==> src/rtl/ckepd_pkg.sv <==
package ckepd_pkg;

   typedef enum logic [2:0] {
      ST_AWAKE   = 3'd0,
      ST_PD_ACT  = 3'd1,
      ST_PD_FAST = 3'd2,
      ST_PD_SLOW = 3'd3,
      ST_EXIT    = 3'd4,
      ST_SELF    = 3'd5
   } ckepd_state_e;

   localparam logic [1:0] PDM_FAST = 2'd1;
   localparam logic [1:0] PDM_SLOW = 2'd2;

   localparam int unsigned LAT_MIN = 3;
   localparam int unsigned LAT_MAX = 5;
   localparam int unsigned LAT_W   = 3;

   // Keep the wake latency inside the legal window.
   function automatic logic [LAT_W-1:0] clamp_lat(input logic [LAT_W-1:0] raw);
      if (raw < LAT_W'(LAT_MIN))
         return LAT_W'(LAT_MIN);
      else if (raw > LAT_W'(LAT_MAX))
         return LAT_W'(LAT_MAX);
      else
         return raw;
   endfunction

endpackage

==> src/rtl/ckepd_sr_coord.sv <==
module ckepd_sr_coord #(
   parameter int unsigned NUM_RANKS = 4
) (
   input  logic                 clk,
   input  logic                 rst_n,
   input  logic                 sr_req,
   input  logic [NUM_RANKS-1:0] quiet,
   output logic                 sr_go,
   output logic                 sr_leave,
   output logic                 sr_on
);

   logic sr_on_q;

   assign sr_go    = sr_req && !sr_on_q && (&quiet);
   assign sr_leave = sr_on_q && !sr_req;
   assign sr_on    = sr_on_q;

   always_ff @(posedge clk) begin
      if (!rst_n)
         sr_on_q <= 1'b0;
      else if (sr_go)
         sr_on_q <= 1'b1;
      else if (sr_leave)
         sr_on_q <= 1'b0;
   end

   // entry commits the global self-refresh state on the next edge
   a_r8_go_commits: assert property (@(posedge clk) disable iff (!rst_n)
      sr_go |=> sr_on_q);

   // withdrawing the request ends self-refresh on the next edge
   a_r9_leave_clears: assert property (@(posedge clk) disable iff (!rst_n)
      sr_leave |=> !sr_on_q);

endmodule

==> src/rtl/ckepd_rank.sv <==
module ckepd_rank
   import ckepd_pkg::*;
#(
   parameter int unsigned IDLE_W     = 8,
   parameter int unsigned DATA_GAP   = 16,
   parameter bit          SR_DLL_OFF = 1'b1
) (
   input  logic              clk,
   input  logic              rst_n,
   input  logic [IDLE_W-1:0] idle_limit,
   input  logic [1:0]        pd_mode,
   input  logic [LAT_W-1:0]  lat,
   input  logic              cmd_pending,
   input  logic              banks_open,
   input  logic              sr_req,
   input  logic              sr_go,
   input  logic              sr_leave,
   output logic              quiet_o,
   output logic              cke_o,
   output logic              dll_off_o,
   output logic              cmd_ok_o,
   output logic              data_ok_o
);

   localparam int unsigned GAP_W = $clog2(DATA_GAP + 1);
   localparam logic [GAP_W-1:0] GAP_LOAD = GAP_W'(DATA_GAP);
   localparam logic [GAP_W-1:0] SR_GAP   = SR_DLL_OFF ? GAP_W'(DATA_GAP) : '0;

   initial begin : p_param_chk
      assert (DATA_GAP > LAT_MAX)
         else $error("DATA_GAP must exceed the longest exit latency");
      assert (IDLE_W >= 1)
         else $error("IDLE_W must be at least 1");
   end

   ckepd_state_e       st;
   ckepd_state_e       pd_target;
   logic [IDLE_W-1:0]  idle_cnt;
   logic [LAT_W-1:0]   exit_cnt;
   logic [GAP_W-1:0]   data_cnt;
   logic               asleep;

   // Flavour chosen at entry; open banks force active power-down.
   always_comb begin
      if (banks_open)
         pd_target = ST_PD_ACT;
      else if (pd_mode == PDM_FAST)
         pd_target = ST_PD_FAST;
      else if (pd_mode == PDM_SLOW)
         pd_target = ST_PD_SLOW;
      else
         pd_target = ST_PD_ACT;
   end

   assign asleep = (st == ST_PD_ACT) || (st == ST_PD_FAST) || (st == ST_PD_SLOW);

   always_ff @(posedge clk) begin
      if (!rst_n) begin
         st       <= ST_AWAKE;
         idle_cnt <= '0;
         exit_cnt <= '0;
         data_cnt <= '0;
      end else begin
         if (data_cnt != '0)
            data_cnt <= data_cnt - 1'b1;
         if (sr_go) begin
            st       <= ST_SELF;
            idle_cnt <= '0;
         end else begin
            case (st)
               ST_AWAKE: begin
                  if (cmd_pending)
                     idle_cnt <= '0;
                  else if (idle_cnt == idle_limit) begin
                     if (!sr_req) begin
                        st       <= pd_target;
                        idle_cnt <= '0;
                     end
                  end else
                     idle_cnt <= idle_cnt + 1'b1;
               end
               ST_PD_ACT, ST_PD_FAST, ST_PD_SLOW: begin
                  if (cmd_pending) begin
                     st       <= ST_EXIT;
                     exit_cnt <= lat;
                     data_cnt <= (st == ST_PD_SLOW) ? GAP_LOAD : '0;
                  end
               end
               ST_EXIT: begin
                  exit_cnt <= exit_cnt - 1'b1;
                  if (exit_cnt == LAT_W'(1))
                     st <= ST_AWAKE;
               end
               ST_SELF: begin
                  if (sr_leave) begin
                     st       <= ST_EXIT;
                     exit_cnt <= lat;
                     data_cnt <= SR_GAP;
                  end
               end
               default: st <= ST_AWAKE;
            endcase
         end
      end
   end

   assign cke_o     = (st == ST_AWAKE) || (st == ST_EXIT);
   assign cmd_ok_o  = (st == ST_AWAKE);
   assign data_ok_o = (st == ST_AWAKE) && (data_cnt == '0);
   assign quiet_o   = ((st == ST_AWAKE) || asleep) && !cmd_pending;

   generate
      if (SR_DLL_OFF) begin : g_sr_dll_stop
         assign dll_off_o = (st == ST_PD_SLOW) || (st == ST_SELF);
      end else begin : g_sr_dll_run
         assign dll_off_o = (st == ST_PD_SLOW);
      end
   endgenerate

   // no command permission while the clock enable is low
   a_r10_no_cmd_asleep: assert property (@(posedge clk) disable iff (!rst_n)
      !cke_o |-> !cmd_ok_o);

   // the wake edge never carries command permission
   a_r5_wake_blocks: assert property (@(posedge clk) disable iff (!rst_n)
      $rose(cke_o) |-> !cmd_ok_o);

   // DLL is stopped only while the rank is not clocked
   a_r3_dll_only_asleep: assert property (@(posedge clk) disable iff (!rst_n)
      dll_off_o |-> !cke_o);

   // data permission implies command permission
   a_r7_data_after_cmd: assert property (@(posedge clk) disable iff (!rst_n)
      data_ok_o |-> cmd_ok_o);

   // the wake counter stays inside the clamped window
   a_r6_lat_window: assert property (@(posedge clk) disable iff (!rst_n)
      (st == ST_EXIT) |-> (exit_cnt >= LAT_W'(1) && exit_cnt <= LAT_W'(LAT_MAX)));

   // pending commands do not wake a rank in self-refresh
   a_r9_self_holds: assert property (@(posedge clk) disable iff (!rst_n)
      (st == ST_SELF && !sr_leave) |=> (st == ST_SELF));

   // no fresh power-down entry while self-refresh is requested
   a_r8_no_entry_on_req: assert property (@(posedge clk) disable iff (!rst_n)
      (st == ST_AWAKE && sr_req) |=> (st == ST_AWAKE || st == ST_SELF));

endmodule

==> src/rtl/ckepd_ctrl.sv <==
module ckepd_ctrl
   import ckepd_pkg::*;
#(
   parameter int unsigned NUM_RANKS  = 4,
   parameter int unsigned IDLE_W     = 8,
   parameter int unsigned DATA_GAP   = 16,
   parameter bit          SR_DLL_OFF = 1'b1
) (
   input  logic                 clk,
   input  logic                 rst_n,
   input  logic [IDLE_W-1:0]    idle_limit,
   input  logic [1:0]           pd_mode,
   input  logic [2:0]           exit_lat,
   input  logic                 sr_req,
   input  logic [NUM_RANKS-1:0] cmd_pending,
   input  logic [NUM_RANKS-1:0] banks_open,
   output logic [NUM_RANKS-1:0] cke,
   output logic [NUM_RANKS-1:0] dll_off,
   output logic [NUM_RANKS-1:0] cmd_ok,
   output logic [NUM_RANKS-1:0] data_ok
);

   initial begin : p_param_chk
      assert (NUM_RANKS >= 1)
         else $error("NUM_RANKS must be at least 1");
   end

   logic [LAT_W-1:0]     lat_eff;
   logic [NUM_RANKS-1:0] quiet;
   logic                 sr_go;
   logic                 sr_leave;
   logic                 sr_on;

   assign lat_eff = clamp_lat(exit_lat);

   ckepd_sr_coord #(
      .NUM_RANKS (NUM_RANKS)
   ) u_sr (
      .clk      (clk),
      .rst_n    (rst_n),
      .sr_req   (sr_req),
      .quiet    (quiet),
      .sr_go    (sr_go),
      .sr_leave (sr_leave),
      .sr_on    (sr_on)
   );

   generate
      for (genvar r = 0; r < NUM_RANKS; r++) begin : g_rank
         ckepd_rank #(
            .IDLE_W     (IDLE_W),
            .DATA_GAP   (DATA_GAP),
            .SR_DLL_OFF (SR_DLL_OFF)
         ) u_rank (
            .clk         (clk),
            .rst_n       (rst_n),
            .idle_limit  (idle_limit),
            .pd_mode     (pd_mode),
            .lat         (lat_eff),
            .cmd_pending (cmd_pending[r]),
            .banks_open  (banks_open[r]),
            .sr_req      (sr_req),
            .sr_go       (sr_go),
            .sr_leave    (sr_leave),
            .quiet_o     (quiet[r]),
            .cke_o       (cke[r]),
            .dll_off_o   (dll_off[r]),
            .cmd_ok_o    (cmd_ok[r]),
            .data_ok_o   (data_ok[r])
         );
      end
   endgenerate

   // every rank is unclocked while self-refresh is active
   a_r8_all_low_in_sr: assert property (@(posedge clk) disable iff (!rst_n)
      sr_on |-> (cke == '0));

   // entry lowers all clock enables on the same edge
   a_r8_enter_together: assert property (@(posedge clk) disable iff (!rst_n)
      sr_go |=> (cke == '0));

   // leaving self-refresh wakes all ranks on the same edge
   a_r9_leave_together: assert property (@(posedge clk) disable iff (!rst_n)
      sr_leave |=> (cke == '1 && cmd_ok == '0));

endmodule

==> config.mk <==
export PLATFORM = sky130hd
export DESIGN_NAME = ckepd_ctrl
export DESIGN_NICKNAME = d
export VERILOG_FILES = /design/src/rtl/ckepd_pkg.sv /design/src/rtl/ckepd_sr_coord.sv /design/src/rtl/ckepd_rank.sv /design/src/rtl/ckepd_ctrl.sv
export SDC_FILE = /design/constraint.sdc
export NUM_CORES = 1
export LEC_CHECK = 0
export BUFFER_PORTS_ARGS = -buffer_cell sky130_fd_sc_hd__buf_2
export CAP_MARGIN = 0
export CORE_AREA = 4 4 117 119
export CTS_CLUSTER_SIZE = 14
export DETAILED_ROUTE_END_ITERATION = 6
export DIE_AREA = 0 0 121 123
export PLACE_DENSITY = 0.55
export SETUP_SLACK_MARGIN = 0.5
export SLEW_MARGIN = 0
export SYNTH_ARGS = -nofsm -noshare
export SYNTH_HDL_FRONTEND = slang
export SYNTH_SLANG_ARGS = --single-unit
==> constraint.sdc <==
create_clock -name clk -period 2.37 [get_ports clk]
set_clock_uncertainty 0.2 [all_clocks]
set_input_delay 0.474 -clock clk [delete_from_list [all_inputs] [get_ports clk]]
set_output_delay 0.474 -clock clk [all_outputs]
set_load 0.005 [all_outputs]
==> flow_summary.json <==
{
  "total_power_w": 0.00613,
  "dieArea_um2": 14900,
  "cts_buffer_depth": 2,
  "relSlewSlack": 0.689,
  "gr-total-overflow": 0,
  "synth_ff_type": "dfxtp_1",
  "ant_nets": 0,
  "synth_seq_cells": 77,
  "drv_slew": 0,
  "start_kind": "flop",
  "clock_sinks": 77,
  "clk_latency_ns": 0.35,
  "ys_seq_area_frac": 0.307,
  "diodes": 0,
  "maxCapViolations": 0,
  "tightest_slew_ns": 0.465,
  "area_growth_pct": 49.0,
  "pin_count": 40,
  "vias_per_cell": 5.43,
  "path_class": "flop to primary output",
  "p_leak_nw": 2.86,
  "io_buffer_count": 39,
  "drtIter0Drc": 320,
  "rows": 41,
  "crit_required_ns": 1.70,
  "die_width_um": 121,
  "peakVddDrop_mv": 0.501,
  "avgSynthCellArea_um2": 8.18,
  "coreArea_um2": 12600,
  "grt_max_degree": 21,
  "syn_area_um2": 5010,
  "final_layout_size_suffix_gt1_frac": 0.508,
  "tns_ns": 0,
  "hpwl_um": 9690,
  "finalWorstSetupSlack_ns": 0.0320,
  "hold_path_class": "input pin to flop",
  "yosys.cell_types.count": 76,
  "cts_max_level": 3,
  "synth_nets": 654,
  "antenna_found_initial": 0,
  "synthCells": 613,
  "arrival_ns": 1.66,
  "gp_congestion": 0.842,
  "dp_slack_ns": 0.0778,
  "die_y_um": 123,
  "status": "complete, no violations",
  "finalHoldViolations": 0,
  "fillers": 1041,
  "clockRootBuffer": "clkbuf_16",
  "numCtsBuffers": 9,
  "wl_per_cell_um": 16.9,
  "yosys_warnings": 0,
  "synth_edf_count": 0,
  "first_pass_iters": 5,
  "initial_core_util": 0.399,
  "grt_pass1_vias": 4682,
  "period_share": 0.986,
  "drc_errors": 0,
  "cts_tree": "yes",
  "final_cell_mix": "87 x buf_4, 45 x nor2_1, 33 x nand2_1, 33 x buf_6, 29 x buf_2",
  "fin_nets": 782,
  "grt_pass1_wl_um": 23300,
  "drt_wl_total_um": 15500,
  "clkSlewWorstSetupHoldPaths_ns": 0.06,
  "period_needed_ns": 2.34,
  "final_common_cell": "buf_4",
  "max_freq_mhz": 428,
  "rsz0062_at_grt": "yes",
  "finalSetupViolations": 0,
  "crit_path_end_kind": "primary output",
  "cp_max_fo": 2,
  "vias": 4981,
  "async_flop_share": 0,
  "track_usage": 0.195,
  "p_per_area_nw_per_um2": 820
}
## path summary, 6_finish.rpt
path,start,endpoint,slack (ns),cells after the start
setup / recovery,g_rank[2].u_rank.data_cnt[0]$_SDFF_PN0_,data_ok[2],0.03,6
hold / removal,banks_open[0],g_rank[0].u_rank.st[1]$_SDFFE_PP0P_,0.21,4
setup reg to reg,g_rank[2].u_rank.idle_cnt[2]$_SDFFE_PP0P_,g_rank[2].u_rank.st[0]$_SDFFE_PN0P_,0.39,6
hold reg to reg,g_rank[1].u_rank.exit_cnt[1]$_SDFFE_PN0P_,g_rank[1].u_rank.exit_cnt[1]$_SDFFE_PN0P_,0.29,2
## worst max-delay path, cell delays in order, from the launching register on
cell     delay, ns
dfxtp_2       0.32
inv_2         0.07
ha_4          0.12
or3b_4        0.37
or2_4         0.24
nor2_2        0.08
buf_2         0.11
## cell usage after synthesis, types with 11 or more instances
library cell / count / area (µm²)
a31oi_1: 12 / 75.1
nor3_1: 17 / 85.1
nor2_1: 59 / 221
mux2i_1: 11 / 110
a21oi_1: 39 / 195
xnor2_1: 31 / 272
nand2_1: 41 / 154
nand3_1: 25 / 125
dfxtp_1: 77 / 1540
xor2_1: 24 / 210
inv_1: 43 / 161
buf_4: 17 / 128
ha_1: 17 / 213
o21ai_0: 22 / 110
nand4_1: 18 / 113
## final cells by class
| class | instances | area, µm² | area share |
|---|---|---|---|
| Clock buffer | 16 | 292 | 0.0390 |
| Inverter | 45 | 194 | 0.0260 |
| Multi-Input combinational cell | 453 | 3880 | 0.519 |
| Sequential cell | 77 | 1660 | 0.222 |
| Tap cell | 172 | 215 | 0.0288 |
| Timing Repair Buffer | 155 | 1230 | 0.165 |
## state kept, by name, indices dropped and copies added (netlist names)
signal,count
u_sr.sr_on,1
g_rank.u_rank.idle_cnt,32
g_rank.u_rank.data_cnt,20
g_rank.u_rank.exit_cnt,12
g_rank.u_rank.st,12
## report_power, final
part | internal (W) | switching (W) | leakage [nW] | total [W]
logic | 0.00154 | 0.00144 | 2.06 | 0.00299
clock network | 0.000827 | 0.000555 | 0.143 | 0.00138
registers | 0.00153 | 0.000228 | 0.655 | 0.00176
total | 0.00390 | 0.00222 | 2.86 | 0.00613
## through the flow
step	area (µm²)	utilization	std cells	hold WS, ns
finish	7470	0.595	918	0.210
CTS	6470	0.515	876	0.200
floorplan	5160	-	613	0.250
detailed placement	5410	0.431	802	0.277
global placement	5410	0.431	802	0.274
global route	7470	0.595	918	0.215
## cells by family after synthesis
kind of cell | after synthesis | share of synthesized area
AOI/OAI and AO/OA | 143 | 0.202
xor gates and xnor gates | 55 | 0.0961
adders and majority gates | 17 | 0.0424
buffers and inverters | 83 | 0.0834
DFF | 77 | 0.307
muxes | 11 | 0.0220
and+or+nand+nor | 227 | 0.247
## timing repair
action / 4_1_cts / 5_1_grt
setup buffers: 58 / 41
endpoints found under the setup margin: 62 / 69
hold buffers: 0 / 0
resized for setup: 105 / 169
pin swaps: 27 / 76
gates cloned: 0 / 1
## metal layers
| layer | vias up | GRT usage | wire length, µm | share of wire |
|---|---|---|---|---|
| met5 | - | 0 | 0 | 0 |
| met4 | 0 | 0.0666 | 337 | 0.022 |
| met3 | 32 | 0.0306 | 595 | 0.038 |
| met2 | 110 | 0.334 | 7720 | 0.50 |
| met1 | 2430 | 0.251 | 6840 | 0.44 |
| li1 | 2409 | - | - | - |
(Power assumes the default switching activity.)
